### src/rtl/dwg_pkg.sv
// Package: shared types for the disk card wait-state generator.
// Assumes: all request inputs are already synchronous to clk.
package dwg_pkg;

    // Conditions that ask for or release a bus stall, grouped for the ready gate.
    typedef struct packed {
        logic odd_sel;   // odd byte of the data register is addressed
        logic wait_en;   // wait-state generation armed
        logic drq;       // controller has a byte
        logic intrq;     // controller finished the command
    } stall_req_t;

endpackage

### src/rtl/dwg_strobe_edge.sv
// Module: rising-edge detector for the motor control bit.
// Keeps the level seen at the previous clock edge. Reset clears this history,
// so a level that is high after reset counts as a rising edge.
module dwg_strobe_edge (
    input  logic clk,
    input  logic rst_n,
    input  logic level,
    output logic rise
);
    logic level_q;

    // Record the strobe level from the previous clock edge.
    always_ff @(posedge clk) begin
        if (!rst_n) level_q <= 1'b0;
        else        level_q <= level;
    end

    // The current level is high and the previous one was low.
    assign rise = level & ~level_q;

    // A cleared history means a high level right after reset is seen as an edge.
    assert_hist_clear_R8: assert property (@(posedge clk)
        !rst_n |=> (level_q == 1'b0));

endmodule

### src/rtl/dwg_motor_mono.sv
// Module: retriggerable motor-on monostable.
// Each trigger pulse loads MOTOR_CYCLES into a down counter and sets drive_en.
// drive_en stays high for exactly MOTOR_CYCLES clock cycles after the trigger
// edge. A trigger while the count is running reloads the full count.
// Assumes: trig is a single-cycle pulse from an edge detector.
module dwg_motor_mono #(
    parameter int unsigned MOTOR_CYCLES = 21_150_000
) (
    input  logic clk,
    input  logic rst_n,
    input  logic trig,
    output logic drive_en
);
    localparam int unsigned CW = $clog2(MOTOR_CYCLES + 1);
    localparam logic [CW-1:0] LOAD_VAL = CW'(MOTOR_CYCLES);
    localparam logic [CW-1:0] LAST_VAL = CW'(1);

    logic [CW-1:0] remain_q;
    logic          drive_q;

    // Load on a trigger, otherwise count down and drop the enable on the last cycle.
    always_ff @(posedge clk) begin
        if (!rst_n) begin
            remain_q <= '0;
            drive_q  <= 1'b0;
        end else if (trig) begin
            remain_q <= LOAD_VAL;
            drive_q  <= 1'b1;
        end else if (remain_q != '0) begin
            remain_q <= remain_q - 1'b1;
            if (remain_q == LAST_VAL) drive_q <= 1'b0;
        end
    end

    assign drive_en = drive_q;

    assert_trig_enables_R4: assert property (@(posedge clk) disable iff (!rst_n)
        trig |=> drive_q);

    assert_trig_reloads_R6: assert property (@(posedge clk) disable iff (!rst_n)
        trig |=> (remain_q == LOAD_VAL));

    assert_no_level_retrig_R5: assert property (@(posedge clk) disable iff (!rst_n)
        (!trig && remain_q == '0) |=> !drive_q);

    assert_reset_clears_R8: assert property (@(posedge clk)
        !rst_n |=> !drive_q);

endmodule

### src/rtl/dwg_ready_gate.sv
// Module: combinational READY gate.
// Stalls the bus only when the odd data byte is addressed, waits are armed,
// neither DRQ nor INTRQ is present and the drive is enabled. The output
// changes in the same cycle as any input so the host is released at once.
// Assumes: clk is used only by the embedded checks.
module dwg_ready_gate
    import dwg_pkg::*;
(
    input  logic       clk,
    input  logic       rst_n,
    input  stall_req_t req,
    input  logic       drive_en,
    output logic       ready
);
    logic stall;

    // Stall request: every condition has to hold, and never while reset is held.
    always_comb begin
        stall = rst_n & req.odd_sel & req.wait_en & ~req.drq & ~req.intrq & drive_en;
        ready = ~stall;
    end

    assert_wait_off_ready_R2: assert property (@(posedge clk) disable iff (!rst_n)
        !req.wait_en |-> ready);

    assert_event_releases_R3: assert property (@(posedge clk) disable iff (!rst_n)
        (req.drq || req.intrq) |-> ready);

    assert_even_access_ready_R10: assert property (@(posedge clk) disable iff (!rst_n)
        !req.odd_sel |-> ready);

endmodule

### src/rtl/disk_wait_gen.sv
// Module: wait-state generator top for a floppy controller expansion card.
// Builds the motor monostable from the edge of the motor control bit and
// uses its output with the bus and controller lines to drive READY. The
// controller interrupt is also forwarded to the host.
// Assumes: address decode and the control register are outside this block.
module disk_wait_gen #(
    parameter int unsigned MOTOR_CYCLES = 21_150_000
) (
    input  logic clk,
    input  logic rst_n,
    input  logic odd_data_sel,
    input  logic wait_en,
    input  logic ctl_drq,
    input  logic ctl_intrq,
    input  logic motor_strobe,
    output logic bus_ready,
    output logic drive_en,
    output logic host_int
);
    import dwg_pkg::*;

    logic       strobe_rise;
    stall_req_t req;

    // Group the stall conditions for the gate.
    always_comb begin
        req.odd_sel = odd_data_sel;
        req.wait_en = wait_en;
        req.drq     = ctl_drq;
        req.intrq   = ctl_intrq;
    end

    dwg_strobe_edge u_edge (
        .clk   (clk),
        .rst_n (rst_n),
        .level (motor_strobe),
        .rise  (strobe_rise)
    );

    dwg_motor_mono #(.MOTOR_CYCLES(MOTOR_CYCLES)) u_mono (
        .clk      (clk),
        .rst_n    (rst_n),
        .trig     (strobe_rise),
        .drive_en (drive_en)
    );

    dwg_ready_gate u_gate (
        .clk      (clk),
        .rst_n    (rst_n),
        .req      (req),
        .drive_en (drive_en),
        .ready    (bus_ready)
    );

    // Forward the controller interrupt to the host unchanged.
    assign host_int = ctl_intrq;

    assert_motor_off_release_R7: assert property (@(posedge clk) disable iff (!rst_n)
        $fell(drive_en) |-> bus_ready);

endmodule

### config.mk
export PLATFORM = sky130hd
export DESIGN_NAME = disk_wait_gen
export DESIGN_NICKNAME = d
export VERILOG_FILES = /design/src/rtl/dwg_pkg.sv /design/src/rtl/dwg_strobe_edge.sv /design/src/rtl/dwg_motor_mono.sv /design/src/rtl/dwg_ready_gate.sv /design/src/rtl/disk_wait_gen.sv
export SDC_FILE = /design/constraint.sdc
export NUM_CORES = 1
export LEC_CHECK = 0
export BUFFER_PORTS_ARGS = -buffer_cell sky130_fd_sc_hd__buf_2
export CAP_MARGIN = 15
export CORE_MARGIN = 3
export CORE_UTILIZATION = 58
export DETAILED_ROUTE_END_ITERATION = 6
export PLACE_DENSITY = 0.77
export SYNTH_ARGS = -nofsm -noshare
export SYNTH_HDL_FRONTEND = slang
export SYNTH_SLANG_ARGS = --single-unit
### constraint.sdc
create_clock -name clk -period 2.3 [get_ports clk]
set_input_delay 0.23 -clock clk [delete_from_list [all_inputs] [get_ports clk]]
set_output_delay 0.23 -clock clk [all_outputs]
set_load 0.02 [all_outputs]
# After elaboration in Yosys (flattened, before gate mapping)

Cells that the tools add are included.

Output and inout port bits: 3
Register bits: 27
Input bits: 7

Bitwise operators: 11
Reduce and logical (&&, ||, !) cells: 5
Equal/unequal tests: 1
$add $sub $neg: 1
Muxes and demuxes: 5

Operators by type and width:

| cell                                                | number |
|---|---|
| 2-to-1 mux 25 bit                                   | 2 |
| == test 25 x 1 -> 1 bit (second input constant)     | 1 |
| nonzero test 25 bit                                 | 1 |
| subtractor 25 x 1 -> 25 bit (second input constant) | 1 |
| bitwise AND 1 bit                                   | 6 |
| inverter 1 bit                                      | 5 |
| nonzero test 2 bit                                  | 2 |
| 2-to-1 mux 1 bit                                    | 3 |
| AND reduction 2 bit                                 | 1 |
| OR reduction 2 bit                                  | 1 |

# Logic depth before layout (Yosys ltp)

Gate-level depths: netlist of run 1.

Word-level depth: 6
Depth in mapped cells: 7
Depth with buffers taken out: 7

# By module

A second synthesis of run 1 with hierarchy kept.

Cells, all modules: 158
Area, all modules: 1417.6 um^2

By module, submodules not included:

| module          | sequential area each (um^2) | cells an instance | area each (um^2) | times used |
|---|---|---|---|---|
| dwg_motor_mono  | 520.5                       | 152               | 1352.5           | 1 |
| dwg_strobe_edge | 20.0                        | 3                 | 40.0             | 1 |
| dwg_ready_gate  | 0.0                         | 2                 | 17.5             | 1 |
| disk_wait_gen   | 0.0                         | 1                 | 7.5              | 1 |

# Worst setup path after synthesis of run 1

No wires, ideal clock.

Path kind: reg2reg
From: reg u_mono.remain_q[0]
To: reg u_mono.remain_q[15]
Clock period less this slack: 2.108 ns
Stages on the path, launching flop included: 8
Buffers on the path: 0
Data required time: 2.163 ns
Arrival time: 1.971 ns
Setup time: 0.137 ns
Path slack: 0.192 ns
Path through: dfxtp_1 inv_1 ha_1 or4b_2 nor4_4 a21o_1 or3_1 a31oi_1

Longest elaborated chain between the ends: 3
Elaborated cells on any way between the ends: 5
Those cells by class: add/sub (1); mux (2); reduce/logical (2)

RTL lines:

| what                        | line                 | RTL |
|---|---|---|
| from (decl)                 | dwg_motor_mono.sv:18 | `logic [CW-1:0] remain_q;` |
| from (signal assigned)      | dwg_motor_mono.sv:30 | `remain_q <= remain_q - 1'b1;` |
| subtractor 25 x 1 -> 25 bit | dwg_motor_mono.sv:30 |  |
| 2-to-1 mux 25 bit           | dwg_motor_mono.sv:29 | `end else if (remain_q != '0) begin` |
| 2-to-1 mux 25 bit           | dwg_motor_mono.sv:26 | `end else if (trig) begin` |

Several ways; a longest one is shown, not always the timed one. The select of a mux whose other input is x is not followed.
A chain may end at the register's enable or synchronous reset.

# Worst setup path in the final report of run 1

From: reg u_mono.remain_q[11]
To: reg u_mono.remain_q[18]

Longest elaborated chain between the ends: 1
Elaborated cells on any way between the ends: 2
Those cells by class: add/sub (1); reduce/logical (1)

RTL lines:

| what                                                               | line |
|---|---|
| subtractor 25 x 1 -> 25 bit or nonzero test 25 bit (tied branches) | dwg_motor_mono.sv:30, dwg_motor_mono.sv:29 |

Several ways; a longest one is shown, not always the timed one.

==> out/qor.tcl, run 1 <==
set qor(final_hold_viol_count) 0
set qor(total_power_w) 0.00113
set qor(drive_gt1_share_pct) 13.7
set qor(postSynth.asyncResetShare_pct) 0
set qor(status) {finished, final reports clean}
set qor(core-area_um2) 2100
set qor(gp_congestion) 0.802
set qor(rsz_0062_raised_after_global_routing) {false}
set qor(antenna_cells) 0
set qor(final.period_utilization_pct) 90.7
set qor(synthesis.instances) 161
set qor(cellPowerDensity_nw_per_um2) 757
set qor(grt_max_degree) 16
set qor(cell_with_the_most_instances_on_the_worst_path) {or4_1}
set qor(holdCritStartpoint) {motor_strobe}
set qor(startpoint_type) {flip-flop}
set qor(setup_tns_ns) 0
set qor(net_switching_fraction_of_the_power_pct) 34.7
set qor(timing.critical_path.required_ns) 2.51
set qor(port-buffer-count) 9
set qor(clock_sink_count) 27
set qor(maxClockFrequency_ghz) 0.479
set qor(die_area_um2) 2980
set qor(cts-root-to-sink-buffers) 2
set qor(initial_utilization_pct) 65.1
set qor(number_of_endpoints_failing_setup_at_the_final_stage) 0
set qor(path_max_fanout) 7
set qor(synth.yosys.seq_area_share_pct) 39.5
set qor(irDropWorstVdd_mv) 0.462
set qor(utilization_pct) 71.3
set qor(synth-main-ff-cell) {dfxtp_1}
set qor(total_leakage_power_nw) 0.571
set qor(grt_antenna_before_repair) 0
set qor(worst_path_max_delay_cell) {or4_1}
set qor(timing.clock.skew_ns) 0.00173
set qor(power_report.internal_total_w) 0.000741
set qor(synth_cell_type_count) 33
set qor(synth_top_area_share_pct) 39.5
set qor(maxCapViolations) 0
set qor(syn_avg_cell_area_um2) 8.50
set qor(vias) 1216
set qor(regToRegSetupSlack_ns) 0.21
set qor(detailedPlacementHpwl_um) 2050
set qor(final.setup.worst_slack_ns) 0.213
set qor(chipWidth_um) 54.6
set qor(area_delta_synth_final_pct) 9.42
set qor(number_of_iterations_in_the_first_detailed_routing_pass) 4
set qor(boundary_pin_count) 10
set qor(postSynthRegisterBits) 27
set qor(finalCriticalPeriod_ns) 2.09
set qor(drcViolationCount) 0
set qor(synth_top_cells_by_area) {dfxtp_1 (39%), xnor2_1 (7.7%), a21oi_1 (5.5%)}
set qor(timing.critical_path.to_type) {flip-flop}
set qor(rr_worst_depth) 5
set qor(wire_length_of_the_first_global_routing_pass_um) 4890
set qor(grt_usage_pct) 22.4
set qor(timing.hold.worst.class) {input pin to flip-flop}
set qor(pwr-share-comb_pct) 32.3
set qor(tritoncts_clock_tree) {built}
set qor(globalRouteOverflowTotal) 0
set qor(stdcell_count) 202
set qor(tritoncts.num_buffers) 3
set qor(netlist.top_cell.by_area) {dfxtp_1}
set qor(max-slew-margin-rel_pct) 62.7
set qor(clock_latency_at_the_later_pin_of_the_worst_skew_pair_ns) 0.32
set qor(critPathKind) {flip-flop to flip-flop}
set qor(post_dr_vias_cell) 6.02
set qor(endpoint_worst_hold) {u_edge.level_q}
set qor(power_switching_w) 0.000393
set qor(ctsResizeCount) 0
set qor(crit_path_cell_trace) {or4_1, or4_1, a211oi_1, xnor2_1, nor2_1}
set qor(clkSlewWorstSetupHoldPaths_ns) 0.14
set qor(cp_peak_stage_delay_ns) 0.69
set qor(worst-endpoint-arrival_ns) 2.30
set qor(route.final.wire_length_um) 2840
set qor(power_frac_seq_pct) 49.5
set qor(average_routed_wire_per_standard_cell_um) 14.1
set qor(clockPowerShare_pct) 18.2
set qor(drt_first_iter_violations) 17
set qor(cts_setup_buffers) 0
set qor(cp_top_family) {simple AND/OR/NAND/NOR gates}
set qor(first_global_vias) 1164
set qor(fin_nets) 185
set qor(hold_depth) 2
set qor(preCtsSetupSlack_ns) 0.224
set qor(dp.cells) 198
set qor(reg_to_reg_start) {u_mono.remain_q[11]}
set qor(cts_hold_buffers) 0
set qor(synth_edf_count) 0
set qor(number_of_max_slew_violations_in_the_final_report) 0
set qor(h-tree-depth) 1
set qor(critical_path.n_buffers_inverters) 0
set qor(die_height_um) 54.6
set qor(filler_instances) 191
set qor(rows) 16
set qor(worst-slew-pin-transition_ns) 0.559
set qor(final_antenna_net_count) 0
set qor(cts_root_buf) {clkbuf_4}
set qor(ff_to_ff_end) {u_mono.remain_q[18]}
set qor(mappedNetlistArea_um2) 1370
set qor(ys_warn_count) 0
set qor(mappedNetlistNets) 170
-- state kept, by name, summed over array words and instances, names as in the netlist --
signal	count
u_mono.remain_q	25
u_mono.drive_en	1
u_edge.level_q	1
-- cells in the final DEF (no fill, tap or decap), types with 3 or more instances in the layout --
master | synthesis | final
nand3_1 | 6 | 6
or3_1 | 8 | 8
clkbuf_4 | 0 | 3
nor2_1 | 19 | 19
buf_4 | 1 | 7
a211oi_1 | 5 | 5
nand2b_1 | 3 | 3
buf_2 | 2 | 9
or4_1 | 4 | 4
nand2_1 | 7 | 7
xnor2_1 | 12 | 12
inv_1 | 5 | 5
nand4_1 | 3 | 3
a31oi_1 | 7 | 7
a21oi_1 | 15 | 15
nor3_1 | 10 | 10
o21ai_1 | 4 | 4
dfxtp_1 | 27 | 27
-- logic make-up after synthesis --
kind of cell             Yosys count  synth area share, %
AO/OA/AOI/OAI                     38                 17.3
adder cells (fa/ha/maj)            2                 1.83
AND/OR/NAND/NOR                   68                 28.2
XOR/XNOR                          13                 8.32
multiplexers                       2                 1.46
buffers and inverters             11                 3.47
flip-flops                        27                 39.5
-- cells in the mapped netlist, types with 4 or more instances --
cell type	instances
inv_1	5
or4_1	4
nand3_1	6
o21ai_1	4
dfxtp_1	27
a211oi_1	5
a21oi_1	15
a31oi_1	7
nor3_1	10
nor2_1	19
xnor2_1	12
nand2_1	7
or3_1	8
-- metrics by stage --
| stage | hold slack (ns) | cell area (um2) |
|---|---|---|
| 2_1_floorplan | 0.352 | 1370 |
| 6_report | 0.114 | 1500 |
| 5_1_grt | 0.111 | 1500 |
| 4_1_cts | 0.107 | 1500 |
| 3_5_place_dp | 0.452 | 1470 |
| 3_3_place_gp | 0.452 | 1470 |
-- power by group through the flow --
| stage | Sequential (W) | Combinational (W) | Clock [W] |
|---|---|---|---|
| after floorplan | 0.000561 | 0.000281 | 0 |
| after global placement | 0.000569 | 0.000358 | 0 |
| after detailed placement | 0.000571 | 0.000362 | 0 |
| after CTS | 0.000561 | 0.000365 | 0.000211 |
| after global routing | 0.000571 | 0.000406 | 0.000230 |
| final | 0.000562 | 0.000366 | 0.000206 |
-- worst max-delay path by stage --
stage | to | from | depth (start not counted)
4_1_cts | u_mono.remain_q[18] | u_mono.remain_q[11] | 5
3_3_place_gp | u_mono.remain_q[18] | u_mono.remain_q[11] | 5
3_5_place_dp | u_mono.remain_q[18] | u_mono.remain_q[11] | 5
5_1_grt | u_mono.remain_q[17] | u_mono.remain_q[0] | 8
6_report | u_mono.remain_q[18] | u_mono.remain_q[11] | 5
2_1_floorplan | u_mono.remain_q[15] | u_mono.remain_q[0] | 7
-- per-layer routing --
metal,up-vias,global-route usage (%),wire length (um)
li1,617,-,-
met1,566,30.5,1400
met2,31,36.0,1290
met3,2,2.45,144
met4,0,8.30,13
met5,-,0,0
-- layout make-up --
cell class,count,area (um2),area share [%]
Sequential cell,27,541,36.1
Clock buffer,4,26.3,1.75
Inverter,5,18.8,1.25
Tap cell,27,33.8,2.26
Timing Repair Buffer,16,97.6,6.52
Multi-Input combinational cell,123,781,52.1
-- worst register-to-register path, cell delays in order (launching register included) --
cell,delay [ns]
dfxtp_1,0.37
or4_1,0.69
or4_1,0.47
a211oi_1,0.25
xnor2_1,0.16
nor2_1,0.05
(Power assumes the default switching activity.)
==> inputs of run 2 (changes only) <==
Settings changed: CORE_ASPECT_RATIO from default to 0.9, CTS_CLUSTER_DIAMETER from default to 120, SLEW_MARGIN from default to 40.
==> run 2 against run 1 <==
Effect of this change: sequential cell count unchanged; sequential power about the same; routed wire length down 0.81%; largest cell class unchanged; die area is essentially flat.
==> out/qor.tcl, run 2 (synthesis gave the netlist of run 1 again) <==
set qor(irDropWorstVdd_mv) 0.678
set qor(drcViolationCount) 0
set qor(worst_path_max_delay_cell) {or4b_2}
set qor(final_antenna_net_count) 0
set qor(max-slew-margin-rel_pct) 65.5
set qor(die_area_um2) 2980
set qor(grt_max_degree) 16
set qor(chipWidth_um) 57.2
set qor(number_of_max_slew_violations_in_the_final_report) 0
set qor(maxCapViolations) 0
set qor(boundary_pin_count) 10
set qor(area_delta_synth_final_pct) 10.1
set qor(rsz_0062_raised_after_global_routing) {false}
set qor(core-area_um2) 2200
set qor(cts_setup_buffers) 0
set qor(cts-root-to-sink-buffers) 2
set qor(finalCriticalPeriod_ns) 2.10
set qor(gp_congestion) 0.787
set qor(met1_usage_pct) 28.9
set qor(detailedPlacementHpwl_um) 2050
set qor(drive_gt1_share_pct) 14.8
set qor(timing.hold.ws_ns) 0.109
set qor(ctsResizeCount) 0
set qor(wire_length_of_the_first_global_routing_pass_um) 5020
set qor(timing.critical_path.to_type) {flip-flop}
set qor(cellPowerDensity_nw_per_um2) 755
set qor(first_global_vias) 1110
set qor(final_common_cell) {dfxtp_1}
set qor(groute.layer.met2.usage_pct) 35.0
set qor(worst-slew-pin-transition_ns) 0.514
set qor(path_max_fanout) 10
set qor(globalRouteOverflowTotal) 0
set qor(fin_nets) 186
set qor(timing.critical_path.required_ns) 2.52
set qor(maxClockFrequency_ghz) 0.476
set qor(initial_utilization_pct) 62.2
set qor(layout.cells.most_common_list) {dfxtp_1 (27), nor2_1 (19), a21oi_1 (15), xnor2_1 (12), nor3_1 (10)}
set qor(grt_antenna_before_repair) 0
set qor(startpoint_type) {flip-flop}
set qor(largest_register_ffs) 25
set qor(h-tree-depth) 1
set qor(port-buffer-count) 9
set qor(final_area_um2) 1510
set qor(cp_top_family) {simple AND/OR/NAND/NOR gates}
set qor(grt_usage_pct) 21.3
set qor(tritoncts_clock_tree) {built}
set qor(rows) 16
set qor(cts_root_buf) {clkbuf_4}
set qor(placed_area_um2) 1480
set qor(total_leakage_power_nw) 0.579
set qor(number_of_endpoints_failing_setup_at_the_final_stage) 0
set qor(average_routed_wire_per_standard_cell_um) 13.9
set qor(cp_peak_stage_delay_ns) 0.63
set qor(die_height_um) 52.1
set qor(clock_sink_count) 27
set qor(clock_latency_at_the_later_pin_of_the_worst_skew_pair_ns) 0.33
set qor(final_hold_viol_count) 0
set qor(antenna_cells) 0
set qor(clkSlewWorstSetupHoldPaths_ns) 0.14
set qor(final.period_utilization_pct) 91.4
set qor(vias) 1200
set qor(post_dr_vias_cell) 5.91
set qor(grt.busiest_layer) {met2}
set qor(setup_tns_ns) 0
set qor(cts_hold_buffers) 0
set qor(timing.clock.skew_ns) 0.00515
set qor(grt.met3_usage_pct) 4.47
set qor(number_of_iterations_in_the_first_detailed_routing_pass) 4
set qor(status) {finished, final reports clean}
set qor(critical_path.n_buffers_inverters) 2
set qor(worst-endpoint-arrival_ns) 2.33
set qor(timing.hold.worst.class) {input pin to flip-flop}
set qor(critPathKind) {flip-flop to flip-flop}
set qor(crit_path_cell_trace) {inv_1, ha_1, or4b_2, nor4_4, buf_4, a21o_1, or3_1, a31oi_1}
set qor(route.final.wire_length_um) 2820
set qor(drt_first_iter_violations) 47
set qor(max_flop_register) {u_mono.remain_q}
set qor(tritoncts.num_buffers) 3
==> run 2: per-layer routing <==
metal  share of wire, %  routed length (um)  vias up
met2                 46                1300       27
met1                 48                1360      551
li1                   -                   -      618
met4               0.89                  25        0
met5                  0                   0        -
met3                4.5                 128        4
==> run 2: report_power, final <==
| group | total, W | leakage, nW | switching [W] | internal [W] |
|---|---|---|---|---|
| logic | 0.000370 | 0.339 | 0.000205 | 0.000165 |
| clock network | 0.000206 | 0.0177 | 0.000140 | 0.0000654 |
| registers | 0.000562 | 0.222 | 0.0000502 | 0.000512 |
| total | 0.00114 | 0.579 | 0.000396 | 0.000742 |
==> run 2: layout make-up <==
class	instances	area, um2
Timing Repair Buffer	17	105
Inverter	5	18.8
Sequential cell	27	541
Tap cell	27	33.8
Clock inverter	1	5.00
Multi-Input combinational cell	123	781
Clock buffer	3	22.5
Fill cell	192	696
==> run 2: path summary, 6_finish.rpt <==
kind,end,startpoint,depth (start not counted),slack [ns]
min,u_edge.level_q,motor_strobe,2,0.11
min reg2reg,u_mono.remain_q[19],u_mono.remain_q[19],2,0.47
max reg2reg,u_mono.remain_q[15],u_mono.remain_q[0],8,0.20
max,u_mono.remain_q[15],u_mono.remain_q[0],8,0.20
==> run 2: metrics by stage <==
stage / power (W) / std cells / util [%] / setup slack, ns
CTS: 0.00114 / 203 / 68.4 / 0.205
finish: 0.00114 / 203 / 68.4 / 0.197
global placement: 0.000926 / 199 / 67.2 / 0.268
floorplan: 0.000842 / 161 / - / 0.192
detailed placement: 0.000935 / 199 / 67.2 / 0.222
global route: 0.00121 / 203 / 68.4 / 0.0240
